--- src/rtl/evt_done_pkg.sv ---
package evt_done_pkg;
  localparam int ARITH_W = 16;

  // Number of events not yet handled, modulo 2^w.
  function automatic logic [ARITH_W-1:0] fn_pending(input logic [ARITH_W-1:0] done,
                                                     input logic [ARITH_W-1:0] handled,
                                                     input int w);
    logic [ARITH_W-1:0] mask;
    mask = (ARITH_W'(1) << w) - ARITH_W'(1);
    return (done - handled) & mask;
  endfunction

  // Next value of a wrapping counter of width w.
  function automatic logic [ARITH_W-1:0] fn_wrap_inc(input logic [ARITH_W-1:0] v,
                                                      input int w);
    logic [ARITH_W-1:0] mask;
    mask = (ARITH_W'(1) << w) - ARITH_W'(1);
    return (v + ARITH_W'(1)) & mask;
  endfunction
endpackage

--- src/rtl/evt_done_ctr.sv ---
module evt_done_ctr
  import evt_done_pkg::*;
#(
  parameter int CNT_W = 6
) (
  input  logic             clk,
  input  logic             rst_n,
  input  logic             evt_i,
  output logic [CNT_W-1:0] done_o
);
  logic [CNT_W-1:0] done_q;

  always_ff @(posedge clk) begin
    if (!rst_n)
      done_q <= '0;
    else if (evt_i)
      done_q <= CNT_W'(fn_wrap_inc(ARITH_W'(done_q), CNT_W));
  end

  assign done_o = done_q;
endmodule

--- src/rtl/evt_ack_reg.sv ---
module evt_ack_reg #(
  parameter int CNT_W = 6
) (
  input  logic             clk,
  input  logic             rst_n,
  input  logic             evt_i,
  input  logic             wr_i,
  input  logic [CNT_W-1:0] handled_wdata_i,
  input  logic             active_wdata_i,
  output logic [CNT_W-1:0] handled_o,
  output logic             active_o
);
  logic [CNT_W-1:0] handled_q;
  logic             active_q;
  logic             clear_req;

  // A clear request loses against a concurrent event.
  assign clear_req = wr_i && !active_wdata_i;

  always_ff @(posedge clk) begin
    if (!rst_n) begin
      handled_q <= '0;
      active_q  <= 1'b0;
    end else begin
      if (wr_i)
        handled_q <= handled_wdata_i;
      if (evt_i)
        active_q <= 1'b1;
      else if (clear_req)
        active_q <= 1'b0;
    end
  end

  assign handled_o = handled_q;
  assign active_o  = active_q;
endmodule

--- src/rtl/evt_irq_gen.sv ---
module evt_irq_gen
  import evt_done_pkg::*;
#(
  parameter int CNT_W = 6
) (
  input  logic             clk,
  input  logic             rst_n,
  input  logic             evt_i,
  input  logic [CNT_W-1:0] done_i,
  input  logic [CNT_W-1:0] handled_i,
  input  logic             active_i,
  input  logic             enable_i,
  input  logic             level_i,
  output logic [CNT_W-1:0] pending_o,
  output logic             irq_o
);
  logic evt_seen_q;
  logic level_req;

  always_ff @(posedge clk) begin
    if (!rst_n)
      evt_seen_q <= 1'b0;
    else
      evt_seen_q <= evt_i;
  end

  assign pending_o = CNT_W'(fn_pending(ARITH_W'(done_i), ARITH_W'(handled_i), CNT_W));
  assign level_req = (|pending_o) || active_i;
  assign irq_o     = enable_i && (level_i ? level_req : evt_seen_q);
endmodule

--- src/rtl/evt_done_counter.sv ---
module evt_done_counter #(
  parameter int DATA_W   = 32,
  parameter int CNT_W    = 6,
  parameter int DONE_LSB = 0,
  parameter int ACT_BIT  = 8,
  parameter int HND_LSB  = 16
) (
  input  logic              clk,
  input  logic              rst_n,
  input  logic              evt_i,
  input  logic              wr_i,
  input  logic [DATA_W-1:0] wdata_i,
  input  logic              cmd_irq_en_i,
  input  logic              list_irq_en_i,
  input  logic              level_mode_i,
  output logic [DATA_W-1:0] status_o,
  output logic              irq_o
);
  localparam int DONE_MSB = DONE_LSB + CNT_W - 1;
  localparam int HND_MSB  = HND_LSB + CNT_W - 1;

  logic [CNT_W-1:0] done_cnt;
  logic [CNT_W-1:0] handled_cnt;
  logic [CNT_W-1:0] pending_cnt;
  logic             active_flag;
  logic             irq_enable;
  logic [CNT_W-1:0] wr_handled;
  logic             wr_active;
  logic             unused_wdata;

  assign wr_handled   = wdata_i[HND_MSB:HND_LSB];
  assign wr_active    = wdata_i[ACT_BIT];
  assign unused_wdata = ^wdata_i;
  assign irq_enable   = cmd_irq_en_i || list_irq_en_i;

  evt_done_ctr #(.CNT_W(CNT_W)) u_done (
    .clk    (clk),
    .rst_n  (rst_n),
    .evt_i  (evt_i),
    .done_o (done_cnt)
  );

  evt_ack_reg #(.CNT_W(CNT_W)) u_ack (
    .clk             (clk),
    .rst_n           (rst_n),
    .evt_i           (evt_i),
    .wr_i            (wr_i),
    .handled_wdata_i (wr_handled),
    .active_wdata_i  (wr_active),
    .handled_o       (handled_cnt),
    .active_o        (active_flag)
  );

  evt_irq_gen #(.CNT_W(CNT_W)) u_irq (
    .clk       (clk),
    .rst_n     (rst_n),
    .evt_i     (evt_i),
    .done_i    (done_cnt),
    .handled_i (handled_cnt),
    .active_i  (active_flag),
    .enable_i  (irq_enable),
    .level_i   (level_mode_i),
    .pending_o (pending_cnt),
    .irq_o     (irq_o)
  );

  always_comb begin
    status_o                    = '0;
    status_o[DONE_MSB:DONE_LSB] = done_cnt;
    status_o[ACT_BIT]           = active_flag;
    status_o[HND_MSB:HND_LSB]   = handled_cnt;
  end
endmodule

--- config.mk ---
export PLATFORM = sky130hd
export DESIGN_NAME = evt_done_counter
export DESIGN_NICKNAME = d
export VERILOG_FILES = /design/src/rtl/evt_done_pkg.sv /design/src/rtl/evt_done_ctr.sv /design/src/rtl/evt_ack_reg.sv /design/src/rtl/evt_irq_gen.sv /design/src/rtl/evt_done_counter.sv
export SDC_FILE = /design/constraint.sdc
export NUM_CORES = 1
export LEC_CHECK = 0
export BUFFER_PORTS_ARGS = -buffer_cell sky130_fd_sc_hd__clkbuf_2
export CORE_ASPECT_RATIO = 0.8
export CORE_MARGIN = 1
export CORE_UTILIZATION = 34
export DETAILED_ROUTE_END_ITERATION = 10
export PLACE_DENSITY_LB_ADDON = 0.25
export SLEW_MARGIN = 20
export SYNTH_ARGS = -nofsm -noshare
export SYNTH_HDL_FRONTEND = slang
export SYNTH_SLANG_ARGS = --single-unit
--- constraint.sdc ---
create_clock -name clk -period 1.6 [get_ports clk]
set_clock_uncertainty 0.15 [all_clocks]
set_input_delay 0.24 -clock clk [delete_from_list [all_inputs] [get_ports clk]]
set_output_delay 0.24 -clock clk [all_outputs]
set_load 0.05 [all_outputs]
After elaboration in Yosys (flattened, before gate mapping)
Index checks and enable logic that the tools add are counted. W data, S select, Z words.

Register bits after elaboration: 14. Input port bits: 39. Output and inout bits: 33. Word-level logic and storage cells: 16.

Add/subtract/negate cells: 2. Mux-type cells: 3. Reduce and logical (&&, ||, !) cells: 7.

Operator list (number): $add A6 B1 Y6 const B (1); $reduce_or A6 Y1 (1); $sub A6 B6 Y6 (1); $mux W1 (3); $logic_and A1 B1 Y1 (2); $logic_or A1 B1 Y1 (2); $reduce_bool A2 Y1 (1); $logic_not A1 Y1 (1).

Depth between registers and ports, before layout
Gate-level depths: netlist (run 1).

Word-level depth: 5. Gate-level depth with buffers: 6.

Cells and area by module
From an unflattened synthesis (run 1), not the netlist that was laid out.

Cell total of the unflattened synthesis: 107. Area, all modules: 970.9 um2.

By module, submodules not included: evt_irq_gen (instances 1, cells each 38, area an instance 286.5 um2, sequential area each 20.0 um2); evt_ack_reg (instances 1, cells each 23, area an instance 270.3 um2, sequential area each 140.1 um2); evt_done_ctr (instances 1, cells each 24, area an instance 254.0 um2, sequential area each 120.1 um2); evt_done_counter (instances 1, cells each 22, area an instance 160.2 um2, sequential area each 0.0 um2).

Worst setup path after synthesis (run 1)
No wires, ideal clock.

Path type: reg-to-output. Start: register u_ack.handled_q[4] (netlist: u_ack.handled_o[4]). End: output port irq_o. Arrival: 2146 ps. Required time: 1210 ps. Slack: -936 ps. Stages on the path, launching flop included: 7. Buffers on the path: 0. Cell sequence: dfxtp_1 -> inv_1 -> ha_1 -> nor2_1 -> xnor2_1 -> a2111oi_2 -> a21oi_1.

Cells in the longest elaborated chain, start to end: 5.

Ends and longest elaborated chain: start, declared (RTL line evt_ack_reg.sv:13) `logic [CNT_W-1:0] handled_q;`; start signal, assigned (RTL line evt_ack_reg.sv:26) `handled_q <= handled_wdata_i;`; $sub A6 B6 Y6 (RTL line evt_done_pkg.sv:10) `return (done - handled) & mask;`; $reduce_or A6 Y1 (RTL line evt_irq_gen.sv:28) `assign level_req = (|pending_o) || active_i;`; $logic_or A1 B1 Y1 (RTL line evt_irq_gen.sv:28); $mux W1 (RTL line evt_irq_gen.sv:29) `assign irq_o = enable_i && (level_i ? level_req : evt_seen_q);`; $logic_and A1 B1 Y1 (RTL line evt_irq_gen.sv:29); end, declared (RTL line evt_done_counter.sv:17) `output logic irq_o`.

Every way passes these cells.

Final worst setup path (run 1)
Same ends and word-level chain as after synthesis.

==> summary.txt, run 1 <==
Global route
  – Antenna violations before repair: 0
  – Overall global routing resource usage: 0.119
  – Vias in the first global route: 515
  – Met2 Usage GRT: 0.150
  – Maximum number of pins on one net before global-route repair: 15
  – Gr ovfl total: 0
  – Global Route met3 Usage: 0.0649
  – Global-route wire length before repair: 2.33 mm
  – Global routing met1 resource utilization: 0.166
  – Most used routing layer in global routing: met1

Placed design
  – Post-Place Worst Slack: -0.370 ns
  – Instance count after placement with tap cells included: 169
  – Weighted congestion at the end of routability-driven global placement: 0.702
  – Post-DP HPWL: 1.28 mm
  – Count of port buffers added during placement: 27

Yosys
  – Yosys Warn Count: 0
  – Primary flip-flop cell chosen by synthesis mapping: dfxtp_1
  – Count of state elements after synthesis: 14
  – Count of cell types in the netlist: 27
  – Proportion of synthesized chip area in sequential cells: 0.316
  – Fraction of synthesis flops using an asynchronous set or reset pin: 0
  – Post-synthesis instance area: 886 µm²
  – Average footprint of a synthesized cell: 9.23 µm²
  – Top cell type by total area after synthesis: dfxtp_1
  – EDFF count, synth: 0
  – Mapped Cells: 96
  – Top area cells in the synthesized netlist: dfxtp_1 32%, buf_4 17%, ha_1 8.5%
  – Yosys top cell area share: 0.316

Hold path
  – Destination of the worst hold path: u_ack.handled_o[1]
  – Hold Path Cell Cnt: 3
  – Hold path startpoint: wdata_i[17]
  – Tightest Hold Check Type: input pin to flop

STA
  – Hold Vio Cnt, Final: 0
  – Count of pins over their slew limit: 0
  – Achievable frequency: 461 MHz
  – Setup repair after global routing missed its margin: true
  – Clock period minus worst slack: 2.17 ns
  – Share of the clock period used by the worst path: 1.35
  – Worst setup slack after layout: -0.567 ns
  – Count of final setup violators: 1

Layout
  – Number of nets in the layout: 183
  – Number of fill cells in the layout: 259
  – Final Non-Filler Cells: 173
  – Number of diodes: 0
  – Most common cell after layout, fill and taps aside: clkbuf_2
  – Fraction of final layout cells sized beyond drive strength 1: 0.489
  – Commonest cells after routing, fill and taps aside: 26 x clkbuf_2, 19 x conb_1, 14 x buf_4
  – Area growth from synthesis to layout: 37.4%

Power and ir drop
  – Overall power after layout: 936 µW
  – Leak Pwr: 0.000605 µW
  – Worst IR Drop VDD: 0.428 mV
  – PD cells: 769 nW/µm²

Die
  – Effective utilization at floorplan: 0.360
  – Horiz. Die Dim: 59.1 µm
  – Total core area: 2460 µm²
  – Die outline height: 47.7 µm
  – Die area: 2810 µm²
  – Row count: 16
  – I/O pin cnt: 72

Setup path
  – Crit path launch type: flop
  – Worst Path Arrival: 1.78 ns
  – Critical setup path kind: flop to primary output
  – Slowest cell on the critical path: a2111oi_4
  – Buffers & Inverters on Critical Path: 3
  – Worst reg2reg setup slack: 0.26 ns
  – Max FO, Critical Path: 2
  – R2R Path End: u_done.done_o[5]
  – Top Family by Delay on Critical Path: compound AO/OA/AOI/OAI gates
  – Required time of the critical path: 1.21 ns
  – Critical Path, Cell by Cell: inv_2 -> ha_4 -> buf_6 -> xnor2_4 -> a2111oi_4 -> a21oi_4 -> buf_8
  – Maximum cell stage delay along the critical path: 0.37 ns
  – Depth of the most critical reg-to-reg path: 4
  – Origin of the critical flop-to-flop path: u_done.done_o[2]
  – Critical Path End Type: primary output

Route
  – Post-route ant nets: 0
  – Post-detailed-routing wire length: 1.60 mm
  – Drt via density: 3.92
  – Vias post-DR: 678
  – Post-DR wirelength/cell: 9.23 µm
  – Number of remaining DRC errors: 0
  – DRC violation total after the first TritonRoute iteration: 7
  – DR pass1 iterations: 4

Status
  – Violated checks: setup timing
  – Result of the run: finished with violations

Clock tree
  – Root buffer cell: clkbuf_4
  – Clock latency on the worst-skew pair: 0.28 ns
  – Number of buffers between clock root and the deepest sink: 2
  – Buffer count from post-CTS setup fixing: 0
  – Sink Count: 14
  – Inserted Clock Buffers: 3
  – Clock tree from TritonCTS: done
  – H-tree levels: 1
  – Number of buffers inserted for hold repair after clock tree synthesis: 0
  – Clock-pin transition on the worst setup and hold timing paths: 0.08 ns

Job
  – Max capacitance violation total: 0
[final cells by class]
type	instances	area (µm²)	area share
inverter	6	22.5	0.0185
timing repair buffer	42	262	0.215
clock buffer	4	26.3	0.0216
tap	36	45.0	0.0370
sequential	14	304	0.250
multi-input combinational	71	558	0.458
[worst register-to-register path: stages, from the launching register on]
cell      delay, ns
dfxtp_2        0.34
buf_4          0.13
nand4_2        0.15
or3_1          0.37
a21boi_1       0.13
[where the power goes]
| part | internal, µW | leakage (µW) | switching (µW) | total [µW] |
|---|---|---|---|---|
| logic | 108 | 0.000469 | 243 | 351 |
| clock network | 96.9 | 0.0000150 | 114 | 211 |
| registers | 364 | 0.000121 | 9.73 | 374 |
| total | 569 | 0.000605 | 367 | 936 |
[per-layer routing]
layer	part of all wire	up-vias
met5	0	-
met4	0.0088	0
met3	0.076	3
met2	0.43	31
met1	0.49	287
li1	-	357
[flip-flops by register name, summed over array words and instances, names as in the netlist]
register	cells
u_ack.handled_o	6
u_irq.evt_seen_q	1
u_ack.active_o	1
u_done.done_o	6
[cell usage after synthesis, types with 2 or more instances]
cell and instances:
buf_4 20, nor2b_1 8, xnor2_1 6, a21oi_1 2
nor2_1 3, dfxtp_1 14, and2_1 5, ha_1 6
inv_1 6, nand2_1 2, nand2b_1 2, mux2i_1 7
[stage by stage]
stage | instance area (µm²) | setup TNS (ns) | hold slack [ns] | utilization
global placement | 1130 | -0.337 | 0.349 | 0.457
floorplan | 1000 | -0.315 | 0.218 | -
detailed placement | 1130 | -0.370 | 0.360 | 0.457
finish | 1220 | -0.567 | 0.0640 | 0.494
global route | 1220 | -0.644 | 0.0679 | 0.494
CTS | 1190 | -0.567 | 0.0595 | 0.482
[worst max-delay path by stage]
| stage | startpoint | end | slack (ns) | depth (start not counted) |
|---|---|---|---|---|
| after detailed placement | u_ack.handled_o[4] | irq_o | -0.37 | 7 |
| after CTS | u_ack.handled_o[1] | irq_o | -0.57 | 6 |
| after global routing | u_done.done_o[4] | irq_o | -0.64 | 6 |
| final | u_ack.handled_o[4] | irq_o | -0.57 | 7 |
| after global placement | u_ack.handled_o[4] | irq_o | -0.34 | 7 |
| after floorplan | u_ack.handled_o[4] | irq_o | -0.32 | 6 |
[kinds of logic (layout without fill, tap and decap cells)]
logic type,count (synthesis),after routing,synth area share
buffers and inverters,29,52,0.217
adder cells (fa/ha/maj),6,6,0.0847
multiplexers,7,7,0.0791
XOR/XNOR,7,7,0.0692
AO/OA/AOI/OAI,7,7,0.0579
flip-flops,14,14,0.316
AND/OR/NAND/NOR,25,25,0.171
other,1,19,0.00423
[timing repair]
item | 4_1_cts | 5_1_grt
resized for setup | 5 | 7
endpoints found under the hold margin | 0 | 0
pin swaps | 2 | 4
endpoints found under the setup margin | 1 | 1
(Power assumes the default switching activity.)
==> inputs of run 2 (changes only) <==
--- a/config.mk
+++ b/config.mk
@@ -8,7 +8,7 @@
 export BUFFER_PORTS_ARGS = -buffer_cell sky130_fd_sc_hd__clkbuf_2
 export CORE_ASPECT_RATIO = 0.8
 export CORE_MARGIN = 1
-export CORE_UTILIZATION = 34
+export CORE_UTILIZATION = 38
 export DETAILED_ROUTE_END_ITERATION = 10
 export PLACE_DENSITY_LB_ADDON = 0.25
 export SLEW_MARGIN = 20
==> constraint.sdc (replaced) <==
create_clock -name clk -period 2.1 [get_ports clk]
set_clock_uncertainty 0.15 [all_clocks]
set_input_delay 0.105 -clock clk [delete_from_list [all_inputs] [get_ports clk]]
set_output_delay 0.105 -clock clk [all_outputs]
set_load 0.05 [all_outputs]
==> summary.txt, run 2 (synthesized netlist as in run 1, its figures left out) <==
Global route
  – Maximum number of pins on one net before global-route repair: 15 (unchanged)
  – Gr ovfl total: 0 (unchanged)
  – Antenna violations before repair: 0 (unchanged)
  – Vias in the first global route: 609 (was 515)
  – Overall global routing resource usage: 0.140 (was 0.119)
  – Global-route wire length before repair: 2.73 mm (was 2.33 mm)

Route
  – Drt via density: 4.45 (was 3.92)
  – DRC violation total after the first TritonRoute iteration: 5 (was 7)
  – Post-detailed-routing wire length: 1.76 mm (was 1.60 mm)
  – Vias post-DR: 689 (was 678)
  – Post-route ant nets: 0 (unchanged)
  – DR pass1 iterations: 2 (was 4)
  – Post-DR wirelength/cell: 11.4 µm (was 9.23 µm)
  – Number of remaining DRC errors: 0 (unchanged)

Power and ir drop
  – Overall power after layout: 680 µW (was 936 µW)
  – Total internal power: 411 µW (was 569 µW)
  – Clock power frac: 0.214 (was 0.225)
  – PD cells: 603 nW/µm² (was 769 nW/µm²)
  – Part of the power in combinational logic: 0.359 (was 0.375)
  – Sequential group share of total power: 0.428 (was 0.400)
  – Worst IR Drop VDD: 0.297 mV (was 0.428 mV)
  – Psw: 269 µW (was 367 µW)
  – Sw Ratio: 0.395 (was 0.392)
  – Leak Pwr: 0.000558 µW (was 0.000605 µW)

STA
  – Setup repair after global routing missed its margin: false (was true)
  – Share of the clock period used by the worst path: 0.956
  – Post-Route Hold Slack: 0.0313 ns (was 0.0640 ns)
  – Clock period minus worst slack: 2.01 ns
  – Achievable frequency: 498 MHz
  – Hold Vio Cnt, Final: 0 (unchanged)
  – Count of final setup violators: 0 (was 1)
  – Count of pins over their slew limit: 0 (unchanged)
  – Sum Neg Setup Slack: 0 ns (was -0.567 ns)

Setup path
  – Critical setup path kind: flop to primary output (unchanged)
  – Depth of the most critical reg-to-reg path: 3 (was 4)
  – Origin of the critical flop-to-flop path: u_done.done_o[2] (unchanged)
  – Worst Path Arrival: 1.75 ns (was 1.78 ns)
  – Worst reg2reg setup slack: 0.78 ns (was 0.26 ns)
  – Max FO, Critical Path: 2 (unchanged)
  – R2R Path End: u_done.done_o[5] (unchanged)
  – Crit path launch type: flop (unchanged)
  – Timing startpoint of the critical path: u_ack.handled_o[4] (unchanged)
  – Capturing element of the worst setup path: irq_o (unchanged)
  – Required time of the critical path: 1.85 ns (was 1.21 ns)
  – Critical Path End Type: primary output (unchanged)

Job
  – Max capacitance violation total: 0 (unchanged)

Layout
  – Commonest cells after routing, fill and taps aside: 26 x clkbuf_2, 19 x conb_1, 9 x dfxtp_1 (was 26 x clkbuf_2, 19 x conb_1, 14 x buf_4)
  – Area growth from synthesis to layout: 27.3% (was 37.4%)
  – Number of diodes: 0 (unchanged)
  – Most common cell after layout, fill and taps aside: clkbuf_2 (unchanged)
  – Number of nets in the layout: 177 (was 183)
  – Final cell area excluding filler cells: 1130 µm² (was 1220 µm²)
  – Number of fill cells in the layout: 218 (was 259)
  – Fraction of final layout cells sized beyond drive strength 1: 0.354 (was 0.489)
  – Final Non-Filler Cells: 155 (was 173)
  – Area of the multi-input gates: 532 µm² (was 558 µm²)
  – Sequential cell area in the final layout: 292 µm² (was 304 µm²)

Die
  – I/O pin cnt: 72 (unchanged)
  – Row count: 15 (was 16)
  – Horiz. Die Dim: 56.0 µm (was 59.1 µm)
  – Effective utilization at floorplan: 0.407 (was 0.360)
  – Die outline height: 45.2 µm (was 47.7 µm)
  – Total core area: 2180 µm² (was 2460 µm²)
  – Die area: 2530 µm² (was 2810 µm²)

Clock tree
  – Clock latency on the worst-skew pair: 0.28 ns (about the same)
  – Sink Count: 14 (unchanged)
  – Clock tree from TritonCTS: done (unchanged)
  – Number of buffers between clock root and the deepest sink: 2 (unchanged)
  – Clock-pin transition on the worst setup and hold timing paths: 0.07 ns (was 0.08 ns)
  – Root buffer cell: clkbuf_4 (unchanged)
  – Inserted Clock Buffers: 3 (unchanged)
  – H-tree levels: 1 (unchanged)

Hold path
  – Tightest Hold Check Type: input pin to flop (unchanged)
  – Hold Path Cell Cnt: 2 (was 3)

Placed design
  – Post-DP HPWL: 1.21 mm (was 1.28 mm)
  – Count of port buffers added during placement: 27 (unchanged)
  – Instance count after placement with tap cells included: 143 (was 169)
  – Weighted congestion at the end of routability-driven global placement: 0.666 (was 0.702)
  – Placed inst area: 953 µm² (was 1130 µm²)

Status
  – Result of the run: completed (was finished with violations)
==> run 2: worst max-delay path, cell delays in order, from the launching register on <==
cell and delay [ns]:
dfxtp_2 0.34, inv_2 0.04, ha_4 0.26, nor2_2 0.04
xnor2_2 0.14, a2111oi_4 0.38, a21oi_2 0.11, buf_8 0.16
==> run 2: routing by layer <==
layer	track usage	routed length, µm	up-vias
met2	0.243	812	33
li1	-	-	341
met5	0	0	-
met4	0.0146	23	0
met3	0.0573	131	4
met1	0.171	796	311
==> run 2: what timing repair did <==
item                                   4_1_cts  5_1_grt
pin swaps                                    1        5
resized for setup                            5       11
endpoints found under the hold margin        6        0
hold buffers                                 6        0
buffers inserted                             0        3
setup endpoints to repair                    1        1
gates cloned                                 0        0
==> run 2: how the worst min path moves through the flow <==
stage,from,to,slack (ns)
after CTS,evt_i,u_irq.evt_seen_q,0.03
after floorplan,rst_n,u_ack.handled_o[0],0.08
after global placement,wdata_i[20],u_ack.handled_o[4],0.21
after detailed placement,wdata_i[19],u_ack.handled_o[3],0.22
after global routing,evt_i,u_irq.evt_seen_q,0.05
final,evt_i,u_irq.evt_seen_q,0.03
==> run 2: power groups by stage <==
stage / registers [µW] / logic [µW] / clock network [µW]
3_5_place_dp: 299 / 216 / 0
3_3_place_gp: 298 / 212 / 0
4_1_cts: 294 / 228 / 154
2_1_floorplan: 334 / 175 / 0
6_report: 291 / 244 / 145
5_1_grt: 293 / 259 / 163
==> run 2: layout make-up <==
class,instances,share of cell area
inverters,6,0.0200
multi-input cells,71,0.472
repair buffers,36,0.202
clock buffers,3,0.0200
well taps,25,0.0277
flip-flops and latches,14,0.259
==> run 2: metrics by stage <==
stage                     worst slack (ns)   util
after floorplan                    0.00275      -
after global placement               0.232  0.438
after detailed placement             0.208  0.438
after CTS                           0.0181  0.482
after global routing               0.00781  0.518
final                               0.0914  0.518
